### src/rtl/fb_line_unpacker.sv
module fb_line_unpacker #(
  parameter int ADDR_W = 32,
  parameter int WID_W  = 11
) (
  input  logic              clk,
  input  logic              rst_n,
  input  logic              cfg_enable,
  input  logic              cfg_power,
  input  logic [2:0]        cfg_depth,
  input  logic              cfg_swap,
  input  logic              cfg_byte_be,
  input  logic              cfg_pix_be,
  input  logic              frame_start,
  input  logic [ADDR_W-1:0] base_addr,
  input  logic [WID_W-1:0]  line_px,
  input  logic              in_valid,
  output logic              in_ready,
  input  logic [7:0]        in_data,
  output logic              px_valid,
  input  logic              px_ready,
  output logic [23:0]       px_data,
  output logic              px_index,
  output logic              px_last,
  output logic [ADDR_W-1:0] row_addr,
  output logic [WID_W+1:0]  line_bytes
);
  localparam int LBW = WID_W + 2;
  localparam logic [ADDR_W-1:0] ALIAS = {1'b1, {(ADDR_W-1){1'b0}}};

  logic [31:0]      buf_q;
  logic [2:0]       bcnt;
  logic [2:0]       sub;
  logic             full;
  logic [WID_W-1:0] pix_cnt;

  logic run, pix_be, take, fire, indexed;
  logic [2:0] need, last_sub;
  logic [3:0] bpp_w, ppb, sub_lo, sh;
  logic [7:0] pix_byte, mask8, idx;
  logic [14:0] v15;
  logic [7:0] f_lo, f_mid, f_hi, red, grn, blu;
  logic [ADDR_W-1:0] adj_base;

  assign run     = cfg_enable & cfg_power & (cfg_depth <= 3'd5);
  assign pix_be  = cfg_byte_be | cfg_pix_be;
  assign indexed = cfg_depth <= 3'd3;
  assign need    = (cfg_depth == 3'd4) ? 3'd2 : (cfg_depth == 3'd5) ? 3'd4 : 3'd1;
  assign bpp_w   = indexed ? (4'd1 << cfg_depth) : 4'd8;
  assign ppb     = indexed ? (4'd8 >> cfg_depth) : 4'd1;
  assign last_sub = 3'(ppb - 4'd1);

  assign in_ready = run & ~full;
  assign px_valid = run & full;
  assign take     = in_valid & in_ready;
  assign fire     = px_valid & px_ready;
  assign px_last  = px_valid & (pix_cnt == WID_W'(line_px - 1'b1));
  assign px_index = indexed;

  always_comb begin
    case (cfg_depth)
      3'd0: line_bytes = LBW'(line_px >> 3);
      3'd1: line_bytes = LBW'(line_px >> 2);
      3'd2: line_bytes = LBW'(line_px >> 1);
      3'd3: line_bytes = LBW'(line_px);
      3'd4: line_bytes = {1'b0, line_px, 1'b0};
      3'd5: line_bytes = {line_px, 2'b00};
      default: line_bytes = '0;
    endcase
  end

  assign pix_byte = cfg_byte_be ? buf_q[7:0] : buf_q[31:24];
  assign sub_lo   = 4'(sub) * bpp_w;
  assign sh       = pix_be ? 4'(4'd8 - sub_lo - bpp_w) : sub_lo;
  assign mask8    = 8'((9'd1 << bpp_w) - 9'd1);
  assign idx      = (pix_byte >> sh) & mask8;

  assign v15 = cfg_byte_be ? buf_q[14:0] : buf_q[30:16];

  always_comb begin
    if (cfg_depth == 3'd4) begin
      f_lo  = {v15[4:0], 3'b000};
      f_mid = {v15[9:5], 3'b000};
      f_hi  = {v15[14:10], 3'b000};
    end else begin
      f_lo  = buf_q[7:0];
      f_mid = buf_q[15:8];
      f_hi  = buf_q[23:16];
    end
    red = cfg_swap ? f_hi : f_lo;
    blu = cfg_swap ? f_lo : f_hi;
    grn = f_mid;
    px_data = indexed ? {16'h0000, idx} : {red, grn, blu};
  end

  assign adj_base = (base_addr > ALIAS) ? (base_addr - ALIAS) : base_addr;

  always_ff @(posedge clk) begin
    if (!rst_n) begin
      row_addr <= '0;
    end else if (frame_start) begin
      row_addr <= adj_base;
    end else if (fire && px_last) begin
      row_addr <= row_addr + ADDR_W'(line_bytes);
    end
  end

  always_ff @(posedge clk) begin
    if (!rst_n) begin
      buf_q   <= '0;
      bcnt    <= '0;
      sub     <= '0;
      full    <= 1'b0;
      pix_cnt <= '0;
    end else if (!run || frame_start) begin
      bcnt    <= '0;
      sub     <= '0;
      full    <= 1'b0;
      pix_cnt <= '0;
    end else begin
      if (take) begin
        buf_q <= cfg_byte_be ? {buf_q[23:0], in_data} : {in_data, buf_q[31:8]};
        if (bcnt + 3'd1 == need) begin
          full <= 1'b1;
          bcnt <= '0;
          sub  <= '0;
        end else begin
          bcnt <= bcnt + 3'd1;
        end
      end
      if (fire) begin
        if (px_last) begin
          pix_cnt <= '0;
          full    <= 1'b0;
        end else begin
          pix_cnt <= pix_cnt + 1'b1;
          if (sub == last_sub) full <= 1'b0;
          else sub <= sub + 3'd1;
        end
      end
    end
  end

  a_r9_quiet_when_off: assert property (@(posedge clk) disable iff (!rst_n)
    !(cfg_enable && cfg_power) |=> !px_valid);

  a_r11_hold_under_stall: assert property (@(posedge clk) disable iff (!rst_n)
    (px_valid && !px_ready && !frame_start) |=> (px_valid || !run));

  a_r7_row_step: assert property (@(posedge clk) disable iff (!rst_n)
    (fire && px_last && !frame_start) |=>
      row_addr == $past(row_addr) + ADDR_W'($past(line_bytes)));

  a_r8_base_folded: assert property (@(posedge clk) disable iff (!rst_n)
    frame_start |=> row_addr <= ALIAS);

  a_r2_pixel_after_byte: assert property (@(posedge clk) disable iff (!rst_n)
    $rose(full) |-> $past(take));

endmodule

### config.mk
export PLATFORM = sky130hd
export DESIGN_NAME = fb_line_unpacker
export DESIGN_NICKNAME = d
export VERILOG_FILES = /design/src/rtl/fb_line_unpacker.sv
export SDC_FILE = /design/constraint.sdc
export NUM_CORES = 1
export LEC_CHECK = 0
export BUFFER_PORTS_ARGS = -buffer_cell sky130_fd_sc_hd__buf_2
export CAP_MARGIN = 0
export CORE_ASPECT_RATIO = 0.6
export CORE_UTILIZATION = 57
export DETAILED_ROUTE_END_ITERATION = 12
export PLACE_DENSITY = 0.82
export SLEW_MARGIN = 20
export SYNTH_ARGS = -nofsm -noshare
export SYNTH_HDL_FRONTEND = slang
export SYNTH_SLANG_ARGS = --single-unit
### constraint.sdc
create_clock -name clk -period 5.15 [get_ports clk]
set_input_delay 0.515 -clock clk [delete_from_list [all_inputs] [get_ports clk]]
set_output_delay 0.515 -clock clk [all_outputs]
set_load 0.02 [all_outputs]
-- Word level (Yosys, flattened, before mapping)
Index checks and enable logic that the tools add are counted.
- add/subtract/negate cells: 10
- $mul: 1
- divide/modulo/power cells: 0
- magnitude comparators: 3
- equality and inequality tests: 8
- shifts and indexed selects: 4
- multiplexer cells: 30
- bitwise logic cells: 12
- reduce and logical (&&, ||, !) cells: 7
- operators by type and width (operator ; number):
    32-bit two-way mux ; 4
    13-bit case mux with 6 select lines ; 1
    8-bit two-way mux ; 6
    32-bit by 13-bit adder with 32-bit output ; 1
    32-bit > comparator (second input constant) ; 1
    32-bit subtractor (second input constant) ; 1
    3-bit two-way mux ; 9
    24-bit two-way mux ; 1
    15-bit two-way mux ; 1
    11-bit by 1-bit adder with 11-bit output (second input constant) ; 1
    11-bit == test ; 1
    11-bit two-way mux ; 1
    11-bit by 1-bit subtractor with 11-bit output (second input constant) ; 1
    8-bit AND ; 1
    4-bit two-way mux ; 2
    1-bit by 4-bit << shifter with 8-bit output (first input constant) ; 1
    8-bit by 4-bit right shift with 8-bit output ; 1
    8-bit by 1-bit subtractor with 8-bit output (second input constant) ; 1
    1-bit AND ; 7
    3-bit by 1-bit adder with 3-bit output (second input constant) ; 2
    3-bit by 2-bit == test with 1-bit output (second input constant) ; 2
    3-bit == test ; 2
    3-bit == test (second input constant) ; 2
    1-bit two-way mux ; 5
    18 further kinds ; 20
- register bits after elaboration: 82
- bits in latches: 0
- RAM bits: 0
- ROM bits: 0
- input port bits: 64
- output and inout port bits: 73
- word-level logic and storage cells: 81
- memories kept: 0

-- Logic depth before layout (Yosys ltp)
Gate-level depths: netlist (run 1).
- depth after elaboration: 9
- gate-level depth with buffers: 17
- mapped depth without buffers: 15

-- Worst setup path before layout (run 1)
No wires, ideal clock.
- path type: input-to-output
- from: in cfg_depth[0]
- to: out px_data[5]
- arrival: 4.580 ns
- data required time: 4.635 ns
- path slack: 0.055 ns
- cell stages on the path: 16
- path buffers: 1
- cells stage by stage: buf_2 inv_1 nor3_1 nand2_1 fa_1 inv_1 ha_1 inv_1 ha_1 fa_1 xor2_1 xnor2_1 nor2_1 xnor2_1 nand2b_1 o41ai_1
- longest elaborated chain between the ends: 9
- elaborated cells on any way between the ends: 16
- classes of those cells: add/sub (3); mul (1); order compare (1); eq/ne (1); shift (3); mux (6); bitwise (1)
- RTL lines (element ; line ; source):
    from (decl) ; 9 ; input logic [2:0] cfg_depth,
    3-bit by 2-bit less-or-equal comparator with 1-bit output / 1-bit by 3-bit << shifter with 4-bit output (equally long branches) ; 46, 48 ;
    4-bit two-way mux ; 48 ; assign bpp_w = indexed ? (4'd1 << cfg_depth) : 4'd8;
    3-bit by 4-bit multiplier with 4-bit output ; 72 ; assign sub_lo = 4'(sub) * bpp_w;
    4-bit subtractor (2 in a row) ; 73 ; assign sh = pix_be ? 4'(4'd8 - sub_lo - bpp_w) : sub_lo;
    4-bit two-way mux ; 73 ;
    8-bit by 4-bit right shift with 8-bit output ; 75 ; assign idx = (pix_byte >> sh) & mask8;
    8-bit AND ; 75 ;
    24-bit two-way mux (*) ; 92 ; px_data = indexed ? {16'h0000, idx} : {red, grn, blu};
    to (decl) ; 21 ; output logic [23:0] px_data,
Every way passes the cells marked *; elsewhere a longest branch is shown, timed or not.

-- Worst setup path after layout (run 1)
- from: in cfg_depth[0]
- to: out px_data[2]
Same word-level chain as after synthesis.

==> summary.md, run 1 <==
| Metric | Value |
|---|---|
| Post-synthesis cell area | `6800 um2` |
| Top-count cell post-synth | `nand2_1` |
| Post-route ant nets | `0` |
| Post-synth EDFFs | `0` |
| Mapped Cells | `842` |
| Worst-margin pin slew | `0.920 ns` |
| Hold Fails Final Rpt | `0` |
| Count of cell types in the netlist | `70` |
| Kind of end point of the critical path | `output port` |
| Post-Syn Nets | `934` |
| Period utilization | `0.966` |
| Die area | `12400 um2` |
| Total gr overflow | `0` |
| Critical path type | `in -> out` |
| Skew-Pair Late Insertion Delay | `0.35 ns` |
| Pins Over Slew Limit | `0` |
| Wire per inst | `19.0 um` |
| Initial Util | `0.594` |
| Top cell type by total area after synthesis | `dfxtp_1` |
| Die height | `86.6 um` |
| Placer Congestion | `0.926` |
| Mapped Avg Cell Area | `8.07 um2` |
| Final Core Density | `0.688` |
| Top cells by count, synth | `nand2_1 (87), dfxtp_1 (82), mux2i_1 (71)` |
| Total track usage | `0.346` |
| Post-synth ARST share | `0` |
| Max clock buf depth | `2` |
| Setup TNS | `0 ns` |
| P&R area growth vs syn | `15.9%` |
| Iter 0 DRT Violations | `887` |
| Htree depth | `3` |
| Required @ worst endpoint | `4.64 ns` |
| DR vias | `7187` |
| Drt total wl | `21100 um` |
| FP Rows | `30` |
| Seq/Total Area, Yosys | `0.241` |
| Crit start category | `input port` |
| Design area | `7880 um2` |
| Slew HR | `0.386` |
| Synth top area share | `0.241` |
| DRC viols | `0` |
| Fraction of layout cells with a size suffix above 1 | `0.217` |
| CTS Hold Bufs | `0` |
| Max Fclk | `201 MHz` |
| Yosys warns | `0` |
| Root Driver | `clkbuf_16` |
| CTS tree | `yes` |
| Final setup fails | `0` |
| Ys flop type | `dfxtp_1` |
| Port Buffers | `136` |
| Final #Nets | `1042` |
| Post-cts gate resize count | `0` |
| First-pass GRT wire length | `32900 um` |
| Hold Crit Class | `in -> reg` |
| Detail-routed via count per cell | `6.45` |
| Max-Cap Viols | `0` |
| Vias in the first global route | `6094` |
| Clock Skew | `0.00751 ns` |
| RSZ-0062 raised after global routing | `no` |
| Synthesized flop and latch total | `82` |
| Placement Cell Area | `7580 um2` |
| Pre-antenna DRT Iters | `7` |
| Crit path time final | `4.98 ns` |
| # fillers | `975` |
| Cell area power density | `227 nW/um2` |
| Clk sinks | `82` |
| LEAKAGE | `3.72 nW` |
| Die Wd | `143 um` |
| I/O Pins | `137` |
| Post-DP HPWL | `15900 um` |
| Core region area | `11400 um2` |
| Worst VDD drop | `0.185 mV` |
| Setup Buffers After CTS | `0` |
| WP data arrival | `4.46 ns` |
| Largest net degree at the start of global routing | `72` |
| Antenna violations before repair | `0` |
| Synth area leaders | `dfxtp_1 (24%), mux2i_1 (10%), nand2_1 (4.8%)` |
| Cts bufs inserted | `9` |
| Crit path max fanout | `17` |
| Clk slew on worst S/H paths | `0.07 ns` |
| Antenna Cells | `0` |
| Run status | `completed` |
## cell families after synthesis
| group | after synthesis | share of synthesized area |
|---|---|---|
| compound gates | 206 | 0.218 |
| xor+xnor | 41 | 0.0539 |
| fa+ha+maj | 28 | 0.0549 |
| buf+inv | 86 | 0.0512 |
| flops | 82 | 0.241 |
| mux | 92 | 0.153 |
| other cells | 1 | 0.000552 |
| simple gates | 306 | 0.227 |
## per-layer routing
metal,up-vias,GRT usage,share of wire
met5,-,0,0
met2,458,0.452,0.38
met4,0,0.0596,0.012
met1,3344,0.528,0.46
li1,3356,-,-
met3,29,0.130,0.15
## sequential cells by signal, summed over array words and instances, names as in the netlist
signal / cells
row_addr: 32
pix_cnt: 11
buf_q: 32
full: 1
bcnt: 3
sub: 3
## cells in the final DEF (no fill, tap or decap), drive strengths merged, types with 8 or more instances in the layout
cell type    n
a21oi       30
a31oi       15
and3         9
buf        152
clkbuf      10
dfxtp       82
ha          25
inv         32
mux2        13
mux2i       71
mux4         8
nand2       88
nand2b      12
nand3       36
nand4       15
nor2        68
nor3        17
nor4        15
o211a       32
o21ai       41
o31ai       11
or4         10
xnor2       25
xor2        16
## final cells by class
type	instances	area, um2	share of cell area
inverter	30	113	0.0143
clock inverter	7	72.6	0.00921
clock buffer	9	225	0.0286
sequential	82	1640	0.208
timing repair buffer	153	811	0.103
tap	160	200	0.0254
multi-input combinational	674	4820	0.611
## report_power, final
group	leakage [nW]	switching, W	total [W]	internal (W)
Combinational	2.91	0.000274	0.000444	0.000169
Sequential	0.670	0.0000304	0.000689	0.000658
Clock	0.143	0.000316	0.000657	0.000342
## final timing paths
check	from	endpoint	slack, ns	cells after the start
worst max-delay path	cfg_depth[0]	px_data[2]	0.17	17
worst min-delay path	base_addr[30]	row_addr[30]	0.45	3
worst max register to register	pix_cnt[9]	row_addr[19]	1.85	7
worst min register to register	bcnt[2]	bcnt[2]	0.50	2
## worst max-delay path, cell delays in order
cell and delay (ns):
clkbuf_4 0.20, or2_1 0.28, nor2_2 0.18, nand2_1 0.11, fa_1 0.54, inv_1 0.04
ha_1 0.29, inv_1 0.05, ha_1 0.30, fa_1 0.45, xor2_1 0.19, xnor2_1 0.15
nor2_1 0.07, xnor2_1 0.18, or2_2 0.34, o32ai_1 0.35, buf_2 0.23
## stage by stage
stage | hold slack (ns) | setup slack, ns | instances | total power (W)
after floorplan | 0.461 | 0.0547 | 842 | 0.000992
after global placement | 0.483 | 0.335 | 1099 | 0.00112
after detailed placement | 0.491 | 0.167 | 1099 | 0.00113
after CTS | 0.431 | 0.159 | 1115 | 0.00178
after global routing | 0.457 | 0.0182 | 1115 | 0.00187
final | 0.447 | 0.173 | 1115 | 0.00179
No activity file was read; power rests on OpenSTA's default activity.
==> run 2: changes to the inputs <==
CORE_UTILIZATION = 55   (was 57)
PLACE_DENSITY = 0.8   (was 0.82)
==> summary.md, run 2 (synthesis results as in run 1) <==
| Metric | Value |
|---|---|
| Max-Cap Viols | `0 (unchanged)` |
| Slew HR | `0.408 (was 0.386)` |
| Skew-Pair Late Insertion Delay | `0.35 ns (about the same)` |
| Critical path type | `in -> out (unchanged)` |
| Total gr overflow | `0 (unchanged)` |
| Hold Startpoint | `base_addr[26] (was base_addr[30])` |
| Iter 0 DRT Violations | `791 (was 887)` |
| Slowest cell on the critical path | `fa_1 (unchanged)` |
| CTS Hold Bufs | `0 (unchanged)` |
| Min-Delay Path Depth | `3 (unchanged)` |
| RSZ-0062 raised after global routing | `no (unchanged)` |
| Cts bufs inserted | `9 (unchanged)` |
| Clk sinks | `82 (unchanged)` |
| Crit path time final | `4.89 ns (was 4.98 ns)` |
| Crit start category | `input port (unchanged)` |
| I/O Pins | `137 (unchanged)` |
| First-pass GRT wire length | `31900 um (was 32900 um)` |
| Pre-antenna DRT Iters | `5 (was 7)` |
| Die area | `12800 um2 (was 12400 um2)` |
| Initial Util | `0.564 (was 0.594)` |
| Core region area | `12100 um2 (was 11400 um2)` |
| Die height | `88.1 um (was 86.6 um)` |
| Clock Skew | `0.00728 ns (was 0.00751 ns)` |
| Fraction of layout cells with a size suffix above 1 | `0.218 (was 0.217)` |
| Max clock buf depth | `2 (unchanged)` |
| Htree depth | `3 (unchanged)` |
| Drt total wl | `20600 um (was 21100 um)` |
| Hold Crit Class | `in -> reg (unchanged)` |
| WP data arrival | `4.38 ns (was 4.46 ns)` |
| Period utilization | `0.950 (was 0.966)` |
| Commonest non-fill, non-tap cell in the layout | `buf_2 (unchanged)` |
| CP cell instances | `buf_2 > nand2b_1 > nor2_1 > nand2_1 > fa_1 > inv_1 > ha_1 > inv_1 > ha_1 > fa_1 > xor2_1 > xnor2_1 > nor2_1 > xnor2_1 > or2_2 > o32ai_1 > buf_2 (was clkbuf_4 > or2_1 > nor2_2 > nand2_1 > fa_1 > inv_1 > ha_1 > inv_1 > ha_1 > fa_1 > xor2_1 > xnor2_1 > nor2_1 > xnor2_1 > or2_2 > o32ai_1 > buf_2)` |
| R2R depth | `7 (unchanged)` |
| P&R area growth vs syn | `16.6% (was 15.9%)` |
| Cell area power density | `236 nW/um2 (was 227 nW/um2)` |
| Final setup fails | `0 (unchanged)` |
| FP Rows | `31 (was 30)` |
| GR peak layer | `met1 (unchanged)` |
| Met1 Usage GRT | `0.495 (was 0.528)` |
| Vias in the first global route | `5849 (was 6094)` |
| Worst-margin pin slew | `0.885 ns (was 0.920 ns)` |
| Setup Buffers After CTS | `0 (unchanged)` |
| Worst VDD drop | `0.165 mV (was 0.185 mV)` |
| Worst r2r src | `pix_cnt[9] (unchanged)` |
| GRT met2 Usage | `0.419 (was 0.452)` |
| Detail-routed via count per cell | `6.30 (was 6.45)` |
| Largest net degree at the start of global routing | `72 (unchanged)` |
| Setup TNS | `0 ns (unchanged)` |
| Final #Nets | `1043 (was 1042)` |
| Run status | `completed (unchanged)` |
| Crit path max fanout | `20 (was 17)` |
| GR Util met3 | `0.105 (was 0.130)` |
| Root Driver | `clkbuf_16 (unchanged)` |
| Max Fclk | `204 MHz (was 201 MHz)` |
| Die Wd | `146 um (was 143 um)` |
| Worst stage delay on the critical path | `0.51 ns (was 0.54 ns)` |
| Required @ worst endpoint | `4.64 ns (about the same)` |
| Placer Congestion | `0.921 (was 0.926)` |
| Antenna violations before repair | `0 (unchanged)` |
| Most frequent cells in the layout | `buf_2 (136), nand2_1 (87), dfxtp_1 (82) (was buf_2 (135), nand2_1 (87), dfxtp_1 (82))` |
| Kind of end point of the critical path | `output port (unchanged)` |
| Crit path max-delay family | `adder cells (unchanged)` |
| CTS tree | `yes (unchanged)` |
| Pins Over Slew Limit | `0 (unchanged)` |
| Final Core Density | `0.657 (was 0.688)` |
| Clk slew on worst S/H paths | `0.06 ns (was 0.07 ns)` |
| LEAKAGE | `3.75 nW (was 3.72 nW)` |
| DR vias | `7060 (was 7187)` |
| DRC viols | `0 (unchanged)` |
| Buf/Inv on CP | `4 (unchanged)` |
| Hold EP | `row_addr[26] (was row_addr[30])` |
| Hold Fails Final Rpt | `0 (unchanged)` |
| Wire per inst | `18.4 um (was 19.0 um)` |
| Total track usage | `0.321 (was 0.346)` |
| Reg2reg end | `row_addr[19] (unchanged)` |
| Antenna Cells | `0 (unchanged)` |
| Port Buffers | `136 (unchanged)` |
| Post-cts gate resize count | `0 (unchanged)` |
| Flop2flop setup slack | `1.93 ns (was 1.85 ns)` |
| Post-route ant nets | `0 (unchanged)` |
| Largest registers | `buf_q (32), row_addr (32), pix_cnt (11) (unchanged)` |
| Post-DP HPWL | `15500 um (was 15900 um)` |
## run 2: cell types whose count changed in the layout (fill, tap and decap cells not counted), sizes merged
cell,delta
buf,+2
clkinv,-3
bufinv,+2
## run 2: worst max-delay path by stage
stage / start / slack (ns) / depth (start not counted) / to
detailed placement: cfg_depth[2] / 0.36 / 17 / px_data[2]
CTS: cfg_depth[2] / 0.32 / 17 / px_data[2]
global placement: cfg_depth[2] / 0.45 / 17 / px_data[1]
floorplan: cfg_depth[0] / 0.05 / 16 / px_data[5]
finish: cfg_depth[2] / 0.26 / 17 / px_data[2]
global route: cfg_depth[2] / 0.10 / 17 / px_data[2]
## run 2: report_power, final
part / leakage [nW] / total, W / internal, W / switching, W
Clock: 0.162 / 0.000741 / 0.000446 / 0.000295
Sequential: 0.670 / 0.000688 / 0.000659 / 0.0000290
Combinational: 2.91 / 0.000441 / 0.000170 / 0.000271
Total: 3.75 / 0.00187 / 0.00127 / 0.000595
## run 2: cell type report
cell class	count	area, um2
timing repair buffer	154	816
clock buffer	10	239
fill	1047	4140
multi-input combinational	674	4820
sequential	82	1640
clock inverter	6	96.3
inverter	30	113
tap	165	206
## run 2: per-layer routing
metal	up-vias	wire, um	share of wire
li1	3344	-	-
met5	-	0	0
met1	3309	10100	0.49
met4	0	235	0.011
met3	24	2560	0.12
met2	383	7740	0.38
## run 2: tightest hold or removal path, cell delays in order
cell	delay [ns]
buf_2	0.09
nand3_1	0.07
o211ai_1	0.07
## run 2: metrics by stage
step           setup WS [ns]  cells  hold slack, ns  area (um2)  power [W]
6_report               0.256   1121           0.435        7930    0.00187
4_1_cts                0.318   1121           0.429        7930    0.00187
3_3_place_gp           0.449   1105           0.483        7590    0.00113
2_1_floorplan         0.0547    842           0.461        6800   0.000992
5_1_grt                0.105   1121           0.449        7930    0.00195
3_5_place_dp           0.358   1105           0.492        7590    0.00113
